[src/rtl/qpc_pkg.sv]
package qpc_pkg;

   typedef enum logic [1:0] {
      EDGE_NONE = 2'd0,
      EDGE_INC  = 2'd1,
      EDGE_DEC  = 2'd2,
      EDGE_RSV  = 2'd3
   } edge_act_e;

   typedef enum logic [1:0] {
      CTL_KEEP  = 2'd0,
      CTL_SWAP  = 2'd1,
      CTL_MUTE  = 2'd2,
      CTL_MUTE2 = 2'd3
   } ctl_act_e;

   typedef struct packed {
      ctl_act_e  on_low;
      ctl_act_e  on_high;
      edge_act_e on_fall;
      edge_act_e on_rise;
   } chan_cfg_t;

   localparam int REG_W    = 16;
   localparam int NUM_CH   = 2;
   localparam logic [1:0] A_MODE  = 2'd0;
   localparam logic [1:0] A_CTRL  = 2'd1;
   localparam logic [1:0] A_THR   = 2'd2;
   localparam logic [1:0] A_COUNT = 2'd3;

endpackage

[src/rtl/qpc_filter.sv]
module qpc_filter #(
   parameter int FLT_W  = 10,
   parameter int SYNC_N = 2
) (
   input  logic             clk,
   input  logic             rst_n,
   input  logic             raw_in,
   input  logic             flt_en,
   input  logic [FLT_W-1:0] flt_thr,
   output logic             sync_o,
   output logic             lvl_o
);
   localparam int RUN_W = FLT_W + 1;

   logic [SYNC_N-1:0] chain;
   logic [FLT_W-1:0]  run;
   logic              lvl;
   logic              sync_lvl;
   logic [RUN_W-1:0]  run_next;

   always_ff @(posedge clk or negedge rst_n) begin
      if (!rst_n) chain <= '0;
      else        chain <= {chain[SYNC_N-2:0], raw_in};
   end

   assign sync_lvl = chain[SYNC_N-1];
   assign run_next = {1'b0, run} + RUN_W'(1);

   always_ff @(posedge clk or negedge rst_n) begin
      if (!rst_n) begin
         run <= '0;
         lvl <= 1'b0;
      end else if (!flt_en) begin
         run <= '0;
         lvl <= sync_lvl;
      end else if (sync_lvl == lvl) begin
         run <= '0;
      end else if (run_next >= {1'b0, flt_thr}) begin
         run <= '0;
         lvl <= sync_lvl;
      end else begin
         run <= run_next[FLT_W-1:0];
      end
   end

   assign sync_o = sync_lvl;
   assign lvl_o  = lvl;
endmodule

[src/rtl/qpc_chan.sv]
module qpc_chan
   import qpc_pkg::*;
(
   input  logic              clk,
   input  logic              rst_n,
   input  logic              pulse_lvl,
   input  logic              ctrl_lvl,
   input  chan_cfg_t         cfg,
   output logic signed [1:0] delta
);
   logic      prev;
   logic      rise;
   logic      fall;
   edge_act_e act;
   ctl_act_e  mod;
   logic signed [1:0] base;

   always_ff @(posedge clk or negedge rst_n) begin
      if (!rst_n) prev <= 1'b0;
      else        prev <= pulse_lvl;
   end

   assign rise = pulse_lvl & ~prev;
   assign fall = ~pulse_lvl & prev;

   always_comb begin
      if (rise)      act = cfg.on_rise;
      else if (fall) act = cfg.on_fall;
      else           act = EDGE_NONE;
      mod = ctrl_lvl ? cfg.on_high : cfg.on_low;
      case (act)
         EDGE_INC: base = 2'sd1;
         EDGE_DEC: base = -2'sd1;
         default:  base = 2'sd0;
      endcase
      case (mod)
         CTL_KEEP: delta = base;
         CTL_SWAP: delta = -base;
         default:  delta = 2'sd0;
      endcase
   end
endmodule

[src/rtl/quad_pulse_counter.sv]
module quad_pulse_counter
   import qpc_pkg::*;
#(
   parameter int CNT_W  = 16,
   parameter int FLT_W  = 10,
   parameter int SYNC_N = 2
) (
   input  logic        clk,
   input  logic        rst_n,
   input  logic        wr_en,
   input  logic [1:0]  addr,
   input  logic [15:0] wdata,
   output logic [15:0] rdata,
   input  logic [1:0]  pulse_in,
   input  logic [1:0]  ctrl_in
);
   localparam int NUM_IN = 2 * NUM_CH;
   localparam int SUM_W  = 3;

   if (CNT_W < 4 || CNT_W > REG_W) begin : g_bad_cnt
      $error("quad_pulse_counter: CNT_W must lie in 4..16");
   end
   if (FLT_W < 1 || FLT_W > REG_W) begin : g_bad_flt
      $error("quad_pulse_counter: FLT_W must lie in 1..16");
   end
   if (SYNC_N < 2) begin : g_bad_sync
      $error("quad_pulse_counter: SYNC_N must be at least 2");
   end

   logic [REG_W-1:0]   mode_q;
   logic               hold_q;
   logic               zero_q;
   logic               fen_q;
   logic [FLT_W-1:0]   thr_q;
   logic [CNT_W-1:0]   count_q;
   logic [NUM_IN-1:0]  raw_lvl;
   logic [NUM_IN-1:0]  sync_lvl;
   logic [NUM_IN-1:0]  filt_lvl;
   logic signed [1:0]  ch_delta [NUM_CH];
   logic signed [SUM_W-1:0] step;
   logic [CNT_W-1:0]   step_ext;

   always_ff @(posedge clk or negedge rst_n) begin
      if (!rst_n) begin
         mode_q <= '0;
         hold_q <= 1'b0;
         zero_q <= 1'b0;
         fen_q  <= 1'b0;
         thr_q  <= '0;
      end else if (wr_en) begin
         case (addr)
            A_MODE: mode_q <= wdata;
            A_CTRL: {fen_q, zero_q, hold_q} <= wdata[2:0];
            A_THR:  thr_q <= wdata[FLT_W-1:0];
            default: ;
         endcase
      end
   end

   assign raw_lvl = {ctrl_in, pulse_in};

   for (genvar i = 0; i < NUM_IN; i++) begin : g_in
      qpc_filter #(.FLT_W(FLT_W), .SYNC_N(SYNC_N)) u_flt (
         .clk     (clk),
         .rst_n   (rst_n),
         .raw_in  (raw_lvl[i]),
         .flt_en  (fen_q),
         .flt_thr (thr_q),
         .sync_o  (sync_lvl[i]),
         .lvl_o   (filt_lvl[i])
      );
   end

   for (genvar c = 0; c < NUM_CH; c++) begin : g_ch
      qpc_chan u_chan (
         .clk       (clk),
         .rst_n     (rst_n),
         .pulse_lvl (filt_lvl[c]),
         .ctrl_lvl  (filt_lvl[NUM_CH + c]),
         .cfg       (chan_cfg_t'(mode_q[8*c +: 8])),
         .delta     (ch_delta[c])
      );
   end

   assign step     = SUM_W'(ch_delta[0]) + SUM_W'(ch_delta[1]);
   assign step_ext = {{(CNT_W-SUM_W){step[SUM_W-1]}}, step};

   always_ff @(posedge clk or negedge rst_n) begin
      if (!rst_n)      count_q <= '0;
      else if (zero_q) count_q <= '0;
      else if (!hold_q) count_q <= count_q + step_ext;
   end

   always_comb begin
      rdata = '0;
      case (addr)
         A_MODE: rdata = mode_q;
         A_CTRL: rdata[2:0] = {fen_q, zero_q, hold_q};
         A_THR:  rdata[FLT_W-1:0] = thr_q;
         default: begin
            rdata = {REG_W{count_q[CNT_W-1]}};
            rdata[CNT_W-1:0] = count_q;
         end
      endcase
   end
endmodule

[config.mk]
export PLATFORM = sky130hd
export DESIGN_NAME = quad_pulse_counter
export DESIGN_NICKNAME = d
export VERILOG_FILES = /design/src/rtl/qpc_pkg.sv /design/src/rtl/qpc_filter.sv /design/src/rtl/qpc_chan.sv /design/src/rtl/quad_pulse_counter.sv
export SDC_FILE = /design/constraint.sdc
export NUM_CORES = 1
export LEC_CHECK = 0
export BUFFER_PORTS_ARGS = -buffer_cell sky130_fd_sc_hd__buf_2
export CORE_MARGIN = 3
export CORE_UTILIZATION = 40
export CTS_CLUSTER_SIZE = 16
export DETAILED_ROUTE_END_ITERATION = 10
export PLACE_DENSITY = 0.69
export SKIP_CTS_REPAIR_TIMING = 1
export SYNTH_ARGS = -nofsm -noshare
export SYNTH_HDL_FRONTEND = slang
export SYNTH_SLANG_ARGS = --single-unit
[constraint.sdc]
create_clock -name clk -period 8.2 [get_ports clk]
set_clock_uncertainty 0.05 [all_clocks]
set_input_delay 0 -clock clk [delete_from_list [all_inputs] [get_ports clk]]
set_output_delay 0 -clock clk [all_outputs]
set_load 0.1 [all_outputs]
## Word-level counts from Yosys, hierarchy flattened

Cells that the tools add are included.

| operators by class | value |
|---|---|
| add/sub/neg operators | 8 |
| $mul | 0 |
| divide/modulo/power cells | 0 |
| order comparisons | 4 |
| eq/ne operators | 21 |
| shift operators | 0 |
| muxes and demuxes | 39 |
| bitwise logic cells | 8 |
| reductions and logical operators | 11 |

Operator list:

| kind | number |
|---|---|
| two-way mux 10 bit | 12 |
| adder 10 x 1 -> 11 bit, second input constant | 4 |
| greater-or-equal comparator 11 x 10 -> 1 bit | 4 |
| two-way mux 16 bit | 2 |
| case mux 7 bit (3 select lines) | 1 |
| adder 16 bit | 1 |
| case mux 2 bit (2 select lines) | 4 |
| AND reduction 2 bit | 7 |
| two-way mux 1 bit | 12 |
| two-way mux 2 bit | 6 |
| case mux 6 bit (2 select lines) | 1 |
| equality test 2 x 1 -> 1 bit, second input constant | 5 |
| inequality test 2 x 1 -> 1 bit, second input constant | 5 |
| case mux 3 bit (3 select lines) | 1 |
| inequality test 2 bit, second input constant | 4 |
| equality test 2 bit, second input constant | 3 |
| zero test 2 bit | 3 |
| bitwise AND 1 bit | 4 |
| equality test 1 bit | 4 |
| negator 2 bit | 2 |
| NOT 1 bit | 4 |
| adder 2 x 2 -> 3 bit | 1 |
| OR reduction 2 bit | 1 |

| word-level totals | value |
|---|---|
| bits in registers | 99 |
| bits in latches | 0 |
| memory bits (writable) | 0 |
| memory bits (read-only) | 0 |
| input bits | 25 |
| output and inout port bits | 16 |
| word-level logic and storage cells | 111 |
| memories | 0 |

## Depth between registers and ports, before layout

| depth | value |
|---|---|
| depth in word-level cells | 12 |
| gate-level depth with buffers | 17 |
| mapped depth without buffers | 16 |

## Modules after synthesis

A second synthesis with hierarchy kept.

| second synthesis, totals | value |
|---|---|
| cells, all modules | 626 |
| area total of the unflattened synthesis | 6403.6 um^2 |

Modules (own cells, without submodules):

| module | times used | cells an instance | area an instance (um^2) | sequential area each (um^2) |
|---|---|---|---|---|
| quad_pulse_counter | 1 | 259 | 2795.2 | 1126.1 |
| qpc_filter (g_in[1].u_flt ...) | 2 | 87 | 855.8 | 325.3 |
| qpc_filter (g_in[0].u_flt) | 1 | 87 | 830.8 | 325.3 |
| qpc_filter (g_in[2].u_flt) | 1 | 78 | 813.3 | 325.3 |
| qpc_chan | 2 | 14 | 126.4 | 25.0 |

## Worst setup path after synthesis

Ideal clock, no wire load.

| path | value |
|---|---|
| kind | flip-flop to flip-flop |
| start | register g_in[1].u_flt.lvl |
| end | register count_q[15] |
| setup time | 128 ps |
| data arrival time | 3416 ps |
| required time | 8022 ps |
| slack | 4606 ps |
| cell stages (with the launch flop) | 17 |
| buffers on the path | 1 |
| period minus slack after synthesis | 3594 ps |
| cells stage by stage | dfrtp_1 -> nor2b_1 -> a22o_1 -> inv_1 -> ha_1 -> mux2i_1 -> or2_2 -> fa_1 -> inv_1 -> ha_1 -> buf_2 -> and3_1 -> and2_1 -> a21oi_1 -> a21oi_1 -> o21bai_1 -> mux2_1 |

| between the ends | value |
|---|---|
| word-level cells in the longest chain between the ends | 12 |
| elaborated cells between the ends (all ways) | 14 |
| those cells by class | add/sub (3); eq/ne (2); mux (6); bitwise (3) |

RTL lines:

| what | RTL line | text |
|---|---|---|
| start, declared | qpc_filter.sv:17 | `logic lvl;` |
| start signal, assigned | qpc_filter.sv:35 | `lvl <= sync_lvl;` |
| start signal, assigned | qpc_filter.sv:40 | `lvl <= sync_lvl;` |
| NOT 1 bit | qpc_chan.sv:24 | `assign fall = ~pulse_lvl & prev;` |
| bitwise AND 1 bit | qpc_chan.sv:24 |  |
| two-way mux 2 bit | qpc_chan.sv:28 | `else if (fall) act = cfg.on_fall;` |
| two-way mux 2 bit (*) | qpc_chan.sv:27 | `if (rise) act = cfg.on_rise;` |
| equality test 2 bit or equality test 2 x 1 -> 1 bit (tied branches) | qpc_chan.sv:31 | `case (act)` |
| case mux 2 bit (2 select lines) (*) | qpc_chan.sv:31 |  |
| negator 2 bit | qpc_chan.sv:38 | `CTL_SWAP: delta = -base;` |
| case mux 2 bit (2 select lines) (*) | qpc_chan.sv:36 | `case (mod)` |
| adder 2 x 2 -> 3 bit (*) | quad_pulse_counter.sv:85 | `assign step = SUM_W'(ch_delta[0]) + SUM_W'(ch_delta[1]);` |
| adder 16 bit (*) | quad_pulse_counter.sv:91 | `else if (!hold_q) count_q <= count_q + step_ext;` |
| two-way mux 16 bit (*) | quad_pulse_counter.sv:91 |  |
| two-way mux 16 bit (*) | quad_pulse_counter.sv:90 | `else if (zero_q) count_q <= '0;` |
| end signal, assigned | quad_pulse_counter.sv:91 |  |
| end, declared | quad_pulse_counter.sv:35 | `logic [CNT_W-1:0] count_q;` |

Mark *: on every way between the ends. The rest lies on a longest branch, timed or not. The select of a mux whose other input is x is not followed.
A chain may end at the register's enable or synchronous reset.

## Worst setup path after layout

| path | value |
|---|---|
| start | register g_in[0].u_flt.lvl |
| end | register count_q[15] |

| between the ends | value |
|---|---|
| word-level cells in the longest chain between the ends | 12 |
| elaborated cells between the ends (all ways) | 14 |
| those cells by class | add/sub (3); eq/ne (2); mux (6); bitwise (3) |

RTL lines:

| what | RTL line |
|---|---|
| start, declared | qpc_filter.sv:17 |
| start signal, assigned | qpc_filter.sv:35 |
| start signal, assigned | qpc_filter.sv:40 |
| NOT 1 bit | qpc_chan.sv:24 |
| bitwise AND 1 bit | qpc_chan.sv:24 |
| two-way mux 2 bit | qpc_chan.sv:28 |
| two-way mux 2 bit (*) | qpc_chan.sv:27 |
| equality test 2 bit or equality test 2 x 1 -> 1 bit (tied branches) | qpc_chan.sv:31 |
| case mux 2 bit (2 select lines) (*) | qpc_chan.sv:31 |
| negator 2 bit | qpc_chan.sv:38 |
| case mux 2 bit (2 select lines) (*) | qpc_chan.sv:36 |
| adder 2 x 2 -> 3 bit (*) | quad_pulse_counter.sv:85 |
| adder 16 bit (*) | quad_pulse_counter.sv:91 |
| two-way mux 16 bit (*) | quad_pulse_counter.sv:91 |
| two-way mux 16 bit (*) | quad_pulse_counter.sv:90 |

Marks and branches as above.

==> summary.md <==
| Metric | Value |
|---|---|
| Status | `completed` |
| Synthesized Nets | `694` |
| Grt met1 use | `22.22%` |
| Crit path time final | `3.990 ns` |
| Area leader, netlist | `dfrtp_1` |
| Remaining global-route overflow | `0` |
| Critical Path Source Type | `register` |
| Syn Area/Cell | `10.56 um2` |
| Vias | `4,646` |
| Post-DP Area | `0.006744 mm2` |
| Final setup viols | `0` |
| First-pass GRT wire length | `23,690 um` |
| CP Data Arrival Time | `4.17 ns` |
| CTS root buf | `clkbuf_16` |
| CTS Buffer Depth | `2` |
| H-tree Lvls | `3` |
| List of most frequent post-synthesis cells | `dfrtp_1 (99), ha_1 (66), nor2b_1 (45), mux2_2 (35), nor2_1 (33)` |
| Worst hold path type | `in2reg` |
| LEAKAGE | `3.556 nW` |
| Cell area after synthesis | `0.006337 mm2` |
| Syn Inst Count | `600` |
| Clk pwr share | `22.9%` |
| Most frequent cell on the critical path | `inv_1` |
| Wire per inst | `16.26 um` |
| Power density over the cells | `261.1 mW/mm2` |
| Most used routing layer | `met2` |
| Final net count | `753` |
| Tot GR Track Use | `16.82%` |
| Port bufs | `40` |
| Post-DRT Antenna Nets | `0` |
| Via-to-Cell Ratio | `5.310` |
| Slew of the pin with the lowest slew margin | `1.050 ns` |
| Critical Path End Type | `register` |
| Crit-path cells | `nor2b_1 > a22o_1 > inv_1 > ha_1 > mux2i_1 > nor2_1 > inv_1 > fa_1 > inv_1 > ha_1 > and3_1 > and2_1 > a21oi_1 > a21oi_1 > o21bai_1 > mux2_1` |
| CTS tree | `done` |
| Maximum vdd drop | `0.1646 mV` |
| Hold Vio Cnt, Final | `0` |
| Final Cycle Share | `48.66%` |
| Synthesis-to-layout area growth | `14.53%` |
| Area share of the largest cell type after synthesis | `39.09%` |
| Met3 Use GR | `3.664%` |
| Clock transition at path regs | `0.07 ns` |
| Fin worst setup slack | `4.210 ns` |
| Top post-synthesis cells by area | `dfrtp_1 (39%), ha_1 (13%), mux2_2 (6.2%)` |
| Comb pwr share | `43.4%` |
| Sequential fraction of the synthesis area | `39.09%` |
| CTS sink cnt | `99` |
| Maximum fanout along the worst path | `17` |
| ANT cells | `0` |
| Vias in the first global route | `4,579` |
| Largest net degree at the start of global routing | `65` |
| Slowest cell on crit path | `ha_1` |
| Sequential share of power | `33.8%` |
| Clk Latency, worst-skew pair | `0.35 ns` |
| Placer Congestion | `0.9267` |
| Final setup TNS | `0 ns` |
| Most common cell in the netlist | `dfrtp_1` |
| Sw Pwr | `0.7739 mW` |
| Async SR Flop Fraction | `100.0%` |
| Cell Int Power | `1.121 mW` |
| Fraction of layout cells with a size suffix above 1 | `16.27%` |
| Unrepaired setup endpoints after global routing | `false` |
| Initial antenna violation count | `0` |
| Rows | `45` |
| Seq cells post-synth | `99` |
| Max-cap violation count | `0` |
| Drt total wl | `14,230 um` |
| Distinct cell type count after synthesis | `58` |
| Residual DRC | `0` |
| CP required | `8.38 ns` |
| Final Max Tran Viols | `0` |
| Sw frac | `40.84%` |
| Total CTS buffers | `9` |
| Drt first-iter violations | `222` |
| Post-synth EDFFs | `0` |
| Starting Density | `41.23%` |
| Worst Setup Path Type | `reg2reg` |
| Main synth FF type | `dfrtp_1` |
| Core area | `0.01537 mm2` |
| Pre-CTS setup slack | `4.250 ns` |
| Reg2reg path depth | `16` |
| Rel. slew slack | `29.75%` |
| Die Span Y | `131.9 um` |
| Synthesis Warnings | `0` |
| Post-layout instance area | `0.007258 mm2` |
| DIE WIDTH | `131.9 um` |
| Max Fclk | `250.6 MHz` |
| CP max stage delay | `0.43 ns` |
| Met2 usage | `27.85%` |
| Die area | `0.01739 mm2` |
| Hold depth | `3` |
| First-pass DRT Iterations | `4` |
| Io pins | `41` |
| Post-DP HPWL | `10,580 um` |
## state kept, by name, summed over array words and instances (netlist names)
| register | cells |
|---|---|
| count_q | 16 |
| fen_q | 1 |
| g_ch.u_chan.prev | 2 |
| g_in.u_flt.chain | 8 |
| g_in.u_flt.lvl_o | 4 |
| g_in.u_flt.run | 40 |
| hold_q | 1 |
| mode_q | 16 |
| thr_q | 10 |
| zero_q | 1 |
## final cells by class
cell class,instances,area [um2]
flip-flops and latches,99,2477
well taps,211,264.0
clock buffers,11,242.7
multi-input cells,462,3691
inverters,23,86.33
fillers,1408,8113
repair buffers,64,435.4
clock inverters,5,61.31
## power groups by stage
| stage | sequential (mW) | combinational [mW] | clock [mW] |
|---|---|---|---|
| CTS | 0.640 | 0.812 | 0.445 |
| global placement | 0.647 | 0.785 | 0 |
| floorplan | 0.621 | 0.658 | 0 |
| finish | 0.640 | 0.822 | 0.434 |
| detailed placement | 0.649 | 0.805 | 0 |
| global route | 0.652 | 0.911 | 0.464 |
## routing by layer
metal  wire length (um)  vias up  share of wire, %
met1               6611     2268                46
met4                275        0               1.9
met5                  0        -                 0
met3                518       19               3.6
li1                   -     2271                 -
met2               6823       88                48
## cells by family (layout without fill, tap and decap cells)
family	Yosys count	count (layout)	synth area share (%)
simple gates	176	176	15.14
compound gates	123	123	13.74
flops	99	99	39.09
fa+ha+maj	69	69	13.98
mux	51	51	9.437
xor+xnor	43	43	5.943
buf+inv	39	103	2.665
## final timing paths
check	slack, ns	startpoint	endpoint
max	4.21	g_in[0].u_flt.lvl_o	count_q[15]
min	0.09	wr_en	fen_q
max reg2reg	4.21	g_in[0].u_flt.lvl_o	count_q[15]
min reg2reg	0.30	g_in[3].u_flt.chain[0]	g_in[3].u_flt.chain[1]
max in group asynchronous	6.80	rst_n	g_ch[1].u_chan.prev
min in group asynchronous	0.11	rst_n	g_in[0].u_flt.run[0]
## per-stage QoR
| step | std cells | power, mW | utilization, % | hold slack [ns] |
|---|---|---|---|---|
| finish | 875 | 1.895 | 47.22 | 0.08765 |
| global route | 875 | 2.027 | 47.22 | 0.08837 |
| CTS | 854 | 1.897 | 45.85 | -0.4379 |
| detailed placement | 838 | 1.454 | 43.87 | -0.06010 |
| global placement | 838 | 1.433 | 43.87 | -0.06126 |
| floorplan | 600 | 1.278 | - | -0.3456 |
## placed cells by master (no fill, tap or decap), types with 2 or more instances in the layout
cell | netlist | final
a211oi_1 | 2 | 2
a21o_1 | 20 | 20
a21oi_1 | 26 | 26
a21oi_2 | 2 | 2
a22o_1 | 17 | 17
a22oi_1 | 2 | 2
a31oi_1 | 4 | 4
and2_1 | 2 | 2
and3_1 | 16 | 16
buf_2 | 5 | 39
buf_4 | 0 | 4
clkbuf_16 | 0 | 9
clkinv_4 | 0 | 2
dfrtp_1 | 99 | 99
dlygate4sd3_1 | 0 | 21
fa_1 | 3 | 3
ha_1 | 66 | 66
inv_1 | 23 | 23
mux2_2 | 35 | 35
mux2i_1 | 11 | 11
mux4_2 | 3 | 3
nand2_1 | 25 | 25
nand2b_1 | 5 | 5
nand3_1 | 25 | 25
nand3b_1 | 7 | 7
nand4_1 | 4 | 4
nor2_1 | 33 | 33
nor2b_1 | 45 | 45
nor3_1 | 3 | 3
nor3b_1 | 2 | 2
o211ai_1 | 5 | 5
o211ai_2 | 2 | 2
o21a_1 | 10 | 10
o21ai_0 | 20 | 20
o21ai_1 | 2 | 2
o21bai_1 | 2 | 2
xnor2_1 | 25 | 25
xor2_1 | 18 | 18
## worst max-delay path, delay by kind of cell (launching register included)
family                     cells  cell delay [ns]
buffers and inverters          3             0.58
muxes                          2             0.41
adders and majority gates      3             0.97
AOI/OAI and AO/OA              4             0.66
and+or+nand+nor                4             0.77
DFF                            1             0.42
Power figures use the tool's default switching activity.
